<file path="src/rtl/wrap_pkg.sv">
package wrap_pkg;
    typedef enum logic [1:0] {
        MODE_BYP = 2'b00,
        MODE_ONE = 2'b01,
        MODE_TWO = 2'b10
    } wmode_e;

    typedef enum logic [1:0] {
        ST_IDLE,
        ST_SHIFT,
        ST_CAPT,
        ST_UNLD
    } wstate_e;
endpackage

</file>
<file path="src/rtl/wrap_cfg.sv">
module wrap_cfg
    import wrap_pkg::*;
#(
    parameter int SEG_A   = 24,
    parameter int SEG_B   = 20,
    parameter int MIN_LEN = 20,
    parameter int CNT_W   = 6
) (
    input  logic             clk,
    input  logic             rst,
    input  logic             cfg_wr,
    input  logic [1:0]       cfg_sel,
    input  logic             busy,
    output wmode_e           mode,
    output logic [CNT_W-1:0] win_len,
    output logic             cfg_rej,
    output logic             cfg_busy
);
    localparam int TOTAL  = SEG_A + SEG_B;
    localparam int MAXL   = (SEG_A > SEG_B) ? SEG_A : SEG_B;
    localparam bit ONE_OK = (TOTAL >= MIN_LEN);
    localparam bit TWO_OK = (SEG_A >= MIN_LEN) && (SEG_B >= MIN_LEN);

    wmode_e mode_q;
    logic   legal;

    always_comb begin
        unique case (cfg_sel)
            2'b00:   legal = 1'b1;
            2'b01:   legal = ONE_OK;
            2'b10:   legal = TWO_OK;
            default: legal = 1'b0;
        endcase
    end

    always_ff @(posedge clk) begin
        if (rst) begin
            mode_q   <= MODE_BYP;
            cfg_rej  <= 1'b0;
            cfg_busy <= 1'b0;
        end else begin
            cfg_rej  <= cfg_wr && !busy && !legal;
            cfg_busy <= cfg_wr && busy;
            if (cfg_wr && !busy && legal)
                mode_q <= wmode_e'(cfg_sel);
        end
    end

    always_comb begin
        unique case (mode_q)
            MODE_ONE: win_len = CNT_W'(TOTAL);
            MODE_TWO: win_len = CNT_W'(MAXL);
            default:  win_len = CNT_W'(1);
        endcase
    end

    assign mode = mode_q;

    assert_busy_hold_R8: assert property (@(posedge clk) disable iff (rst)
        (cfg_wr && busy) |=> (cfg_busy && $stable(mode_q)));

    assert_rej_hold_R7: assert property (@(posedge clk) disable iff (rst)
        (cfg_wr && !busy && !legal) |=> (cfg_rej && $stable(mode_q)));

    assert_frozen_run_R8: assert property (@(posedge clk) disable iff (rst)
        busy |=> $stable(mode_q));
endmodule

</file>
<file path="src/rtl/wrap_ctrl.sv">
module wrap_ctrl
    import wrap_pkg::*;
#(
    parameter int NUM_VEC = 10,
    parameter int VEC_W   = 4,
    parameter int CNT_W   = 6
) (
    input  logic             clk,
    input  logic             rst,
    input  logic             start,
    input  logic [VEC_W-1:0] sub_cnt,
    input  wmode_e           mode,
    input  logic [CNT_W-1:0] win_len,
    output logic             shift_en,
    output logic             cap_en,
    output logic [CNT_W-1:0] cnt,
    output logic             busy,
    output logic             done,
    output logic             all_done
);
    wstate_e          state_q, state_d;
    logic [CNT_W-1:0] cnt_q;
    logic [VEC_W-1:0] sub_q, rem_q, n_eff;
    logic             done_q, last, accept;

    assign last   = (cnt_q == CNT_W'(win_len - CNT_W'(1)));
    assign accept = start && (sub_cnt != '0) && (rem_q != '0) && (mode != MODE_BYP);
    assign n_eff  = (sub_cnt > rem_q) ? rem_q : sub_cnt;

    always_comb begin
        state_d = state_q;
        unique case (state_q)
            ST_IDLE:  if (accept) state_d = ST_SHIFT;
            ST_SHIFT: if (last) state_d = ST_CAPT;
            ST_CAPT:  state_d = (sub_q == VEC_W'(1)) ? ST_UNLD : ST_SHIFT;
            ST_UNLD:  if (last) state_d = ST_IDLE;
        endcase
    end

    always_ff @(posedge clk) begin
        if (rst) begin
            state_q <= ST_IDLE;
            cnt_q   <= '0;
            sub_q   <= '0;
            rem_q   <= VEC_W'(NUM_VEC);
            done_q  <= 1'b0;
        end else begin
            state_q <= state_d;
            done_q  <= (state_q == ST_UNLD) && last;
            if ((state_q == ST_SHIFT) || (state_q == ST_UNLD))
                cnt_q <= last ? '0 : cnt_q + CNT_W'(1);
            else
                cnt_q <= '0;
            if ((state_q == ST_IDLE) && accept)
                sub_q <= n_eff;
            if (state_q == ST_CAPT) begin
                sub_q <= sub_q - VEC_W'(1);
                rem_q <= rem_q - VEC_W'(1);
            end
        end
    end

    always_comb begin
        shift_en = (state_q == ST_SHIFT) || (state_q == ST_UNLD);
        cap_en   = (state_q == ST_CAPT);
        busy     = (state_q != ST_IDLE);
        cnt      = cnt_q;
        done     = done_q;
        all_done = (rem_q == '0);
    end

    assert_rem_falls_R9: assert property (@(posedge clk) disable iff (rst)
        rem_q <= $past(rem_q));

    assert_capt_has_vec_R9: assert property (@(posedge clk) disable iff (rst)
        (state_q == ST_CAPT) |-> (rem_q != '0));

    assert_done_single_R5: assert property (@(posedge clk) disable iff (rst)
        done_q |=> !done_q);

    assert_done_idle_R5: assert property (@(posedge clk) disable iff (rst)
        done_q |-> (state_q == ST_IDLE));
endmodule

</file>
<file path="src/rtl/wrap_chain.sv">
module wrap_chain
    import wrap_pkg::*;
#(
    parameter int SEG_A = 24,
    parameter int SEG_B = 20,
    parameter int CNT_W = 6
) (
    input  logic             clk,
    input  logic             rst,
    input  wmode_e           mode,
    input  logic             shift_en,
    input  logic             cap_en,
    input  logic [CNT_W-1:0] cnt,
    input  logic [1:0]       tam_in,
    output logic [1:0]       tam_out
);
    localparam int TOTAL = SEG_A + SEG_B;
    localparam int MAXL  = (SEG_A > SEG_B) ? SEG_A : SEG_B;
    localparam int PAD_A = MAXL - SEG_A;
    localparam int PAD_B = MAXL - SEG_B;

    logic [TOTAL-1:0] cells;
    logic [1:0]       byp_q;
    logic             en_a, en_b;

    assign en_a = shift_en && (cnt >= CNT_W'(PAD_A));
    assign en_b = shift_en && (cnt >= CNT_W'(PAD_B));

    always_ff @(posedge clk) begin
        if (rst) begin
            cells <= '0;
            byp_q <= '0;
        end else begin
            byp_q <= tam_in;
            if (cap_en) begin
                cells <= ~cells;
            end else if (shift_en && (mode == MODE_ONE)) begin
                cells <= {tam_in[0], cells[TOTAL-1:1]};
            end else if (mode == MODE_TWO) begin
                if (en_a) cells[SEG_A-1:0]     <= {tam_in[0], cells[SEG_A-1:1]};
                if (en_b) cells[TOTAL-1:SEG_A] <= {tam_in[1], cells[TOTAL-1:SEG_A+1]};
            end
        end
    end

    always_comb begin
        unique case (mode)
            MODE_ONE: tam_out = {1'b0, cells[0]};
            MODE_TWO: tam_out = {cells[SEG_A], cells[0]};
            default:  tam_out = byp_q;
        endcase
    end

    assert_pad_hold_R6: assert property (@(posedge clk) disable iff (rst)
        ((mode == MODE_TWO) && shift_en && (cnt < CNT_W'(PAD_B)))
        |=> $stable(cells[TOTAL-1:SEG_A]));

    assert_bypass_cells_R1: assert property (@(posedge clk) disable iff (rst)
        (mode == MODE_BYP) |=> $stable(cells));
endmodule

</file>
<file path="src/rtl/reconf_scan_wrap.sv">
module reconf_scan_wrap
    import wrap_pkg::*;
#(
    parameter int SEG_A_LEN = 24,
    parameter int SEG_B_LEN = 20,
    parameter int MIN_CHAIN = 20,
    parameter int NUM_VEC   = 10,
    parameter int VEC_W     = $clog2(NUM_VEC + 1)
) (
    input  logic             clk,
    input  logic             rst,
    input  logic [1:0]       tam_in,
    output logic [1:0]       tam_out,
    input  logic             cfg_wr,
    input  logic [1:0]       cfg_sel,
    output logic             cfg_rej,
    output logic             cfg_busy,
    input  logic             start,
    input  logic [VEC_W-1:0] sub_cnt,
    output logic             busy,
    output logic             done,
    output logic             all_done
);
    localparam int CNT_W = $clog2(SEG_A_LEN + SEG_B_LEN + 1);

    wmode_e           mode;
    logic [CNT_W-1:0] win_len, cnt;
    logic             shift_en, cap_en;

    wrap_cfg #(.SEG_A(SEG_A_LEN), .SEG_B(SEG_B_LEN), .MIN_LEN(MIN_CHAIN), .CNT_W(CNT_W)) u_cfg (
        .clk(clk), .rst(rst), .cfg_wr(cfg_wr), .cfg_sel(cfg_sel), .busy(busy),
        .mode(mode), .win_len(win_len), .cfg_rej(cfg_rej), .cfg_busy(cfg_busy)
    );

    wrap_ctrl #(.NUM_VEC(NUM_VEC), .VEC_W(VEC_W), .CNT_W(CNT_W)) u_ctrl (
        .clk(clk), .rst(rst), .start(start), .sub_cnt(sub_cnt), .mode(mode),
        .win_len(win_len), .shift_en(shift_en), .cap_en(cap_en), .cnt(cnt),
        .busy(busy), .done(done), .all_done(all_done)
    );

    wrap_chain #(.SEG_A(SEG_A_LEN), .SEG_B(SEG_B_LEN), .CNT_W(CNT_W)) u_chain (
        .clk(clk), .rst(rst), .mode(mode), .shift_en(shift_en), .cap_en(cap_en),
        .cnt(cnt), .tam_in(tam_in), .tam_out(tam_out)
    );

    assert_one_wire1_low_R2: assert property (@(posedge clk) disable iff (rst)
        (mode == MODE_ONE) |-> (tam_out[1] == 1'b0));

    assert_bypass_idle_R9: assert property (@(posedge clk) disable iff (rst)
        (mode == MODE_BYP) |-> !shift_en);
endmodule

</file>
<file path="config.mk">
export PLATFORM = sky130hd
export DESIGN_NAME = reconf_scan_wrap
export DESIGN_NICKNAME = d
export VERILOG_FILES = /design/src/rtl/wrap_pkg.sv /design/src/rtl/wrap_cfg.sv /design/src/rtl/wrap_ctrl.sv /design/src/rtl/wrap_chain.sv /design/src/rtl/reconf_scan_wrap.sv
export SDC_FILE = /design/constraint.sdc
export NUM_CORES = 1
export LEC_CHECK = 0
export BUFFER_PORTS_ARGS = -buffer_cell sky130_fd_sc_hd__buf_4
export CAP_MARGIN = 25
export CORE_MARGIN = 4
export CORE_UTILIZATION = 38
export DETAILED_ROUTE_END_ITERATION = 10
export PLACE_DENSITY = 0.61
export SLEW_MARGIN = 20
export SYNTH_ARGS = -nofsm -noshare
export SYNTH_HDL_FRONTEND = slang
export SYNTH_SLANG_ARGS = --single-unit
</file>
<file path="constraint.sdc">
create_clock -name clk -period 5.4 [get_ports clk]
set_input_delay 0.54 -clock clk [delete_from_list [all_inputs] [get_ports clk]]
set_output_delay 0.54 -clock clk [all_outputs]
set_load 0.01 [all_outputs]
</file>
Word-level counts from Yosys, hierarchy flattened
Index checks and enable logic that the tools add are counted.

operators by class
  $add $sub $neg = 4
  magnitude comparators = 3
  equality and inequality tests = 12
  multiplexer cells = 16
  bitwise operators = 2
  reduce and logical (&&, ||, !) cells = 31

operators by type and width
  kind                                                                number
  2-to-1 mux 44 bit                                                   3
  inverter 44 bit                                                     1
  2-to-1 mux 24 bit                                                   1
  2-to-1 mux 20 bit                                                   1
  logical AND 1 bit                                                   12
  2-to-1 mux 4 bit                                                    3
  one-hot mux 6 bit (2 select lines)                                  1
  nonzero test 3 bit                                                  3
  == test 2 bit (second input constant)                               4
  2-to-1 mux 2 bit                                                    4
  one-hot mux 2 bit (4 select lines)                                  1
  nonzero test 4 bit                                                  2
  subtractor 4 x 1 -> 4 bit (second input constant)                   2
  adder 6 x 1 -> 6 bit (second input constant)                        1
  == test 2 x 1 -> 1 bit (second input constant)                      3
  == test 6 bit                                                       1
  greater-or-equal comparator 6 x 1 -> 1 bit (second input constant)  1
  greater-or-equal comparator 6 x 3 -> 1 bit (second input constant)  1
  != test 2 x 1 -> 1 bit (second input constant)                      3
  nonzero test 2 bit                                                  3
  OR reduction 3 bit                                                  2
  subtractor 6 x 1 -> 6 bit (second input constant)                   1
  == test 4 x 1 -> 1 bit (second input constant)                      1
  greater-than comparator 4 bit                                       1
  other kinds (9)                                                     12

word-level totals
  flip-flop bits (word level) = 67

Depth between registers and ports, before layout
  depth in word-level cells = 7
  gate-level depth with buffers = 9
  mapped depth without buffers = 7

By module
A second synthesis with hierarchy kept.

second synthesis, totals
  cell total of the unflattened synthesis = 372
  area, all modules = 3390.8 um^2

modules (own cells, without submodules)
  module      times used  cells an instance  area an instance (um^2)  sequential area each (um^2)
  wrap_chain  1           224                2117.0                   920.9
  wrap_ctrl   1           128                1071.0                   340.3
  wrap_cfg    1           20                 202.7                    80.1

Least setup slack after synthesis
Ideal clock, no wire load.

  path kind = in2reg
  start point = input port sub_cnt[1]
  end point = register u_ctrl.sub_q[0]
  library setup time = 114 ps
  arrival = 1787 ps
  required time = 5286 ps
  path slack = 3499 ps
  cell stages on the path = 6
  path through = ha_1 -> nor2b_1 -> o211ai_1 -> a21oi_1 -> mux2i_1 -> a2111oi_0

on the way
  word-level cells in the longest chain between the ends = 6
  elaborated cells on any way between the ends = 10

RTL lines
  item                                                                   RTL line                text
  start, declared                                                        reconf_scan_wrap.sv:19  input logic [VEC_W-1:0] sub_cnt,
  branches (longest 6 deep; another with greater-than comparator 4 bit)  -
  end signal, assigned                                                   wrap_ctrl.sv:55         sub_q <= n_eff;
  end signal, assigned                                                   wrap_ctrl.sv:57         sub_q <= sub_q - VEC_W'(1);
  end, declared                                                          wrap_ctrl.sv:23         logic [VEC_W-1:0] sub_q, rem_q, n_eff;

Several ways; the timed one is not identified. The select of a mux whose other input is x is not followed.
A chain may end at the register's enable or synchronous reset.

Final worst setup path
  start point = register u_cfg.mode_q[0] (netlist: u_cfg.mode[0])
  end point = output port tam_out[0]

on the way
  word-level cells in the longest chain between the ends = 2
  elaborated cells on any way between the ends = 3

RTL lines
  item                                                            RTL line                text
  start, declared                                                 wrap_cfg.sv:24          wmode_e mode_q;
  start signal, assigned                                          wrap_cfg.sv:45          mode_q <= wmode_e'(cfg_sel);
  == test 2 bit / == test 2 x 1 -> 1 bit (equally long branches)  wrap_chain.sv:47        unique case (mode)
  one-hot mux 2 bit (2 select lines) *                            wrap_chain.sv:47
  end, declared                                                   reconf_scan_wrap.sv:13  output logic [1:0] tam_out,

Mark *: on every way between the ends. The rest lies on a longest branch, timed or not.

==> results.json <==
{
  "fin_crit_ps": 2187,
  "max_freq_ghz": 0.4572,
  "gp_congestion": 0.7387,
  "finalSetupViolations": 0,
  "synth_seq_area_share": 0.4181,
  "io_pins": 19,
  "maxCapViolCount": 0,
  "ctsHoldBuffers": 0,
  "coreArea_um2": 8217,
  "io_buffers": 18,
  "worstReg2RegStart": "u_ctrl.state_q[0]",
  "endpoint_kind": "output port",
  "hold_depth": 2,
  "via_count": 2589,
  "post_cts_resized": 0,
  "crit_chain": "inv_1 -> ha_1 -> nor2_1 -> o22ai_1 -> buf_4",
  "grt_util_met1": 0.1677,
  "ys_seq_elements": 67,
  "route.detailed.drc": 0,
  "finalMaxSlewViolations": 0,
  "synthDistinctLibCells": 47,
  "ir_drop_mv": 0.1338,
  "synth_ff_type": "dfxtp_1",
  "first_pass_iters": 4,
  "r2r_cells": 4,
  "synth.most_common_cell": "dfxtp_1",
  "grt_pass1_wl_um": 11090,
  "crit_slowest_cell": "dfxtp_1",
  "antenna_found_initial": 0,
  "rsz0062_at_grt": "false",
  "diodes": 0,
  "path_class": "reg2out",
  "synthTopCellsByArea": "dfxtp_1 (42%), a211oi_1 (5.4%), a311oi_1 (4.9%)",
  "drt-vias-per-instance": 5.439,
  "synth.avg_cell_area_um2": 8.887,
  "hp-start": "tam_in[1]",
  "ant_nets": 0,
  "dieWidth_um": 99.88,
  "yosys_warnings": 0,
  "r2r_end": "u_chain.cells[39]",
  "dp_hpwl_um": 4005,
  "design.die.area_um2": 9976,
  "fin_crit_sh": 0.4050,
  "leakagePower_nw": 1.256,
  "cts_root_buf": "clkbuf_8",
  "cp_top_family": "flip-flops",
  "power.density_nw_per_um2": 293.8,
  "path_clk_slew_ps": 70,
  "rows": 33,
  "busiest_layer": "met2",
  "synthCells": 361,
  "grt_remaining_overflow": 0,
  "grt_usage": 0.1341,
  "synth_top_cell_by_area": "dfxtp_1",
  "crit_required_ps": 4860,
  "synthArstFlopShare": 0,
  "dieHeight_um": 99.88,
  "tns_ps": 0,
  "hold_viol_final": 0,
  "numCtsBuffers": 9,
  "routed_wl_um": 6375,
  "cp_max_fo": 6,
  "postCtsSetupRepairBufs": 0,
  "slew-limit-headroom": 0.4419,
  "status": "complete, no violations",
  "worstSetupStartpointType": "register",
  "grt_pass1_vias": 2482,
  "fin_nets": 390,
  "netlist_top_cells_count": "dfxtp_1 (67), nor2_1 (35), a21oi_1 (27), nand2_1 (27), a211oi_1 (23)",
  "arrival_ps": 1650,
  "grt_util_met2": 0.2201,
  "netlist.area_leader.share": 0.4181,
  "fin_hold_ws_ps": 429.9,
  "r2r_slack_ps": 3260,
  "drive_gt1_frac": 0.1159,
  "worst_pin_slew_ps": 835.3,
  "hold_end": "u_chain.byp_q[1]",
  "syn_nets": 385,
  "gr-usage-met3": 0.04239,
  "crit_cells": 5,
  "hold_path_class": "in2reg",
  "drtIter0Drc": 162,
  "routedWlPerCell_um": 13.39,
  "clock_sinks": 67,
  "clockBufferDepth": 2,
  "synth.cell_area_um2": 3208,
  "cpPeakStageDelay_ps": 360,
  "area_growth_pct": 9.945,
  "clock_skew_ps": 8.918,
  "cts_tree": "built",
  "htreeDepth": 3,
  "grt_max_degree": 66,
  "worstSkewPairLatency_ps": 340,
  "start_util": 0.3904,
  "critPathBufInv": 2,
  "synth_edf_count": 0
}
layout make-up:
class	instances	area, µm²
Tap cell	105	131.4
Clock inverter	6	32.53
Fill cell	793	4690
Sequential cell	67	1341
Clock buffer	10	127.6
Inverter	16	60.06
Multi-Input combinational cell	251	1677
Timing Repair Buffer	21	157.7
flip-flops by register name, summed over array words and instances, names as in the netlist:
register        flops
u_chain.byp_q       2
u_cfg.mode          2
u_ctrl.state_q      2
u_ctrl.sub_q        4
u_chain.cells      44
u_ctrl.cnt          6
u_cfg.cfg_rej       1
u_cfg.cfg_busy      1
u_ctrl.rem_q        4
u_ctrl.done         1
through the flow:
| stage | util | std cells | power (W) | setup slack (ps) | cell area, µm² |
|---|---|---|---|---|---|
| 6_report | 0.4293 | 476 | 0.001036 | 3213 | 3527 |
| 5_1_grt | 0.4293 | 476 | 0.001084 | 2954 | 3527 |
| 4_1_cts | 0.4293 | 476 | 0.001046 | 3181 | 3527 |
| 3_5_place_dp | 0.4098 | 460 | 0.0006947 | 3214 | 3367 |
| 3_3_place_gp | 0.4098 | 460 | 0.0006908 | 3316 | 3367 |
| 2_1_floorplan | - | 361 | 0.0006632 | 3499 | 3208 |
routing by layer:
layer / routed length, µm / up-vias / part of all wire
li1: - / 1343 / -
met1: 3196 / 1205 / 0.50
met2: 2869 / 33 / 0.45
met3: 217 / 8 / 0.034
met4: 91 / 0 / 0.014
met5: 0 / - / 0
report_power, final:
part	switching [W]	internal [W]
sequential	0.0000256	0.000520
combinational	0.0000786	0.0000584
clock	0.000191	0.000162
cell families (layout without fill, tap and decap cells):
logic type | Yosys count | count (layout) | synth area share
simple gates | 117 | 117 | 0.1825
compound gates | 104 | 104 | 0.2410
flops | 67 | 67 | 0.4181
buf+inv | 43 | 53 | 0.05928
fa+ha+maj | 12 | 12 | 0.04680
xor+xnor | 11 | 11 | 0.03003
mux | 7 | 7 | 0.02223
layout by cell type (no fill, tap or decap), types with 3 or more instances in the layout:
master / netlist / layout
clkinv_2: 0 / 5
a211oi_1: 23 / 23
o21ai_0: 3 / 3
dfxtp_1: 67 / 67
nor2_1: 35 / 35
nand3_1: 6 / 6
xor2_1: 5 / 5
nand2_1: 27 / 27
mux2i_1: 6 / 6
a21oi_1: 27 / 27
clkbuf_8: 0 / 9
a311oi_1: 18 / 18
nor2b_1: 4 / 4
a221oi_1: 7 / 7
o221ai_1: 15 / 15
nor3b_1: 3 / 3
xnor2_1: 6 / 6
ha_1: 12 / 12
nor3_1: 7 / 7
nor4_1: 3 / 3
buf_4: 0 / 21
nand2b_1: 19 / 19
inv_1: 16 / 16
worst max-delay path by stage:
stage	from	to	slack [ps]
6_report	u_cfg.mode[0]	tam_out[0]	3210
5_1_grt	u_ctrl.state_q[0]	u_chain.cells[29]	2950
4_1_cts	u_cfg.mode[0]	tam_out[0]	3180
3_5_place_dp	sub_cnt[1]	u_ctrl.sub_q[0]	3210
3_3_place_gp	u_cfg.mode[0]	u_chain.cells[12]	3320
2_1_floorplan	sub_cnt[1]	u_ctrl.sub_q[0]	3500
worst reg2reg max path, cell delays in order (launching register included):
cell and delay (ps):
dfxtp_1 720, nor2_2 170, a21oi_4 680, a211oi_1 190, a311oi_1 290
(Power assumes the default switching activity.)
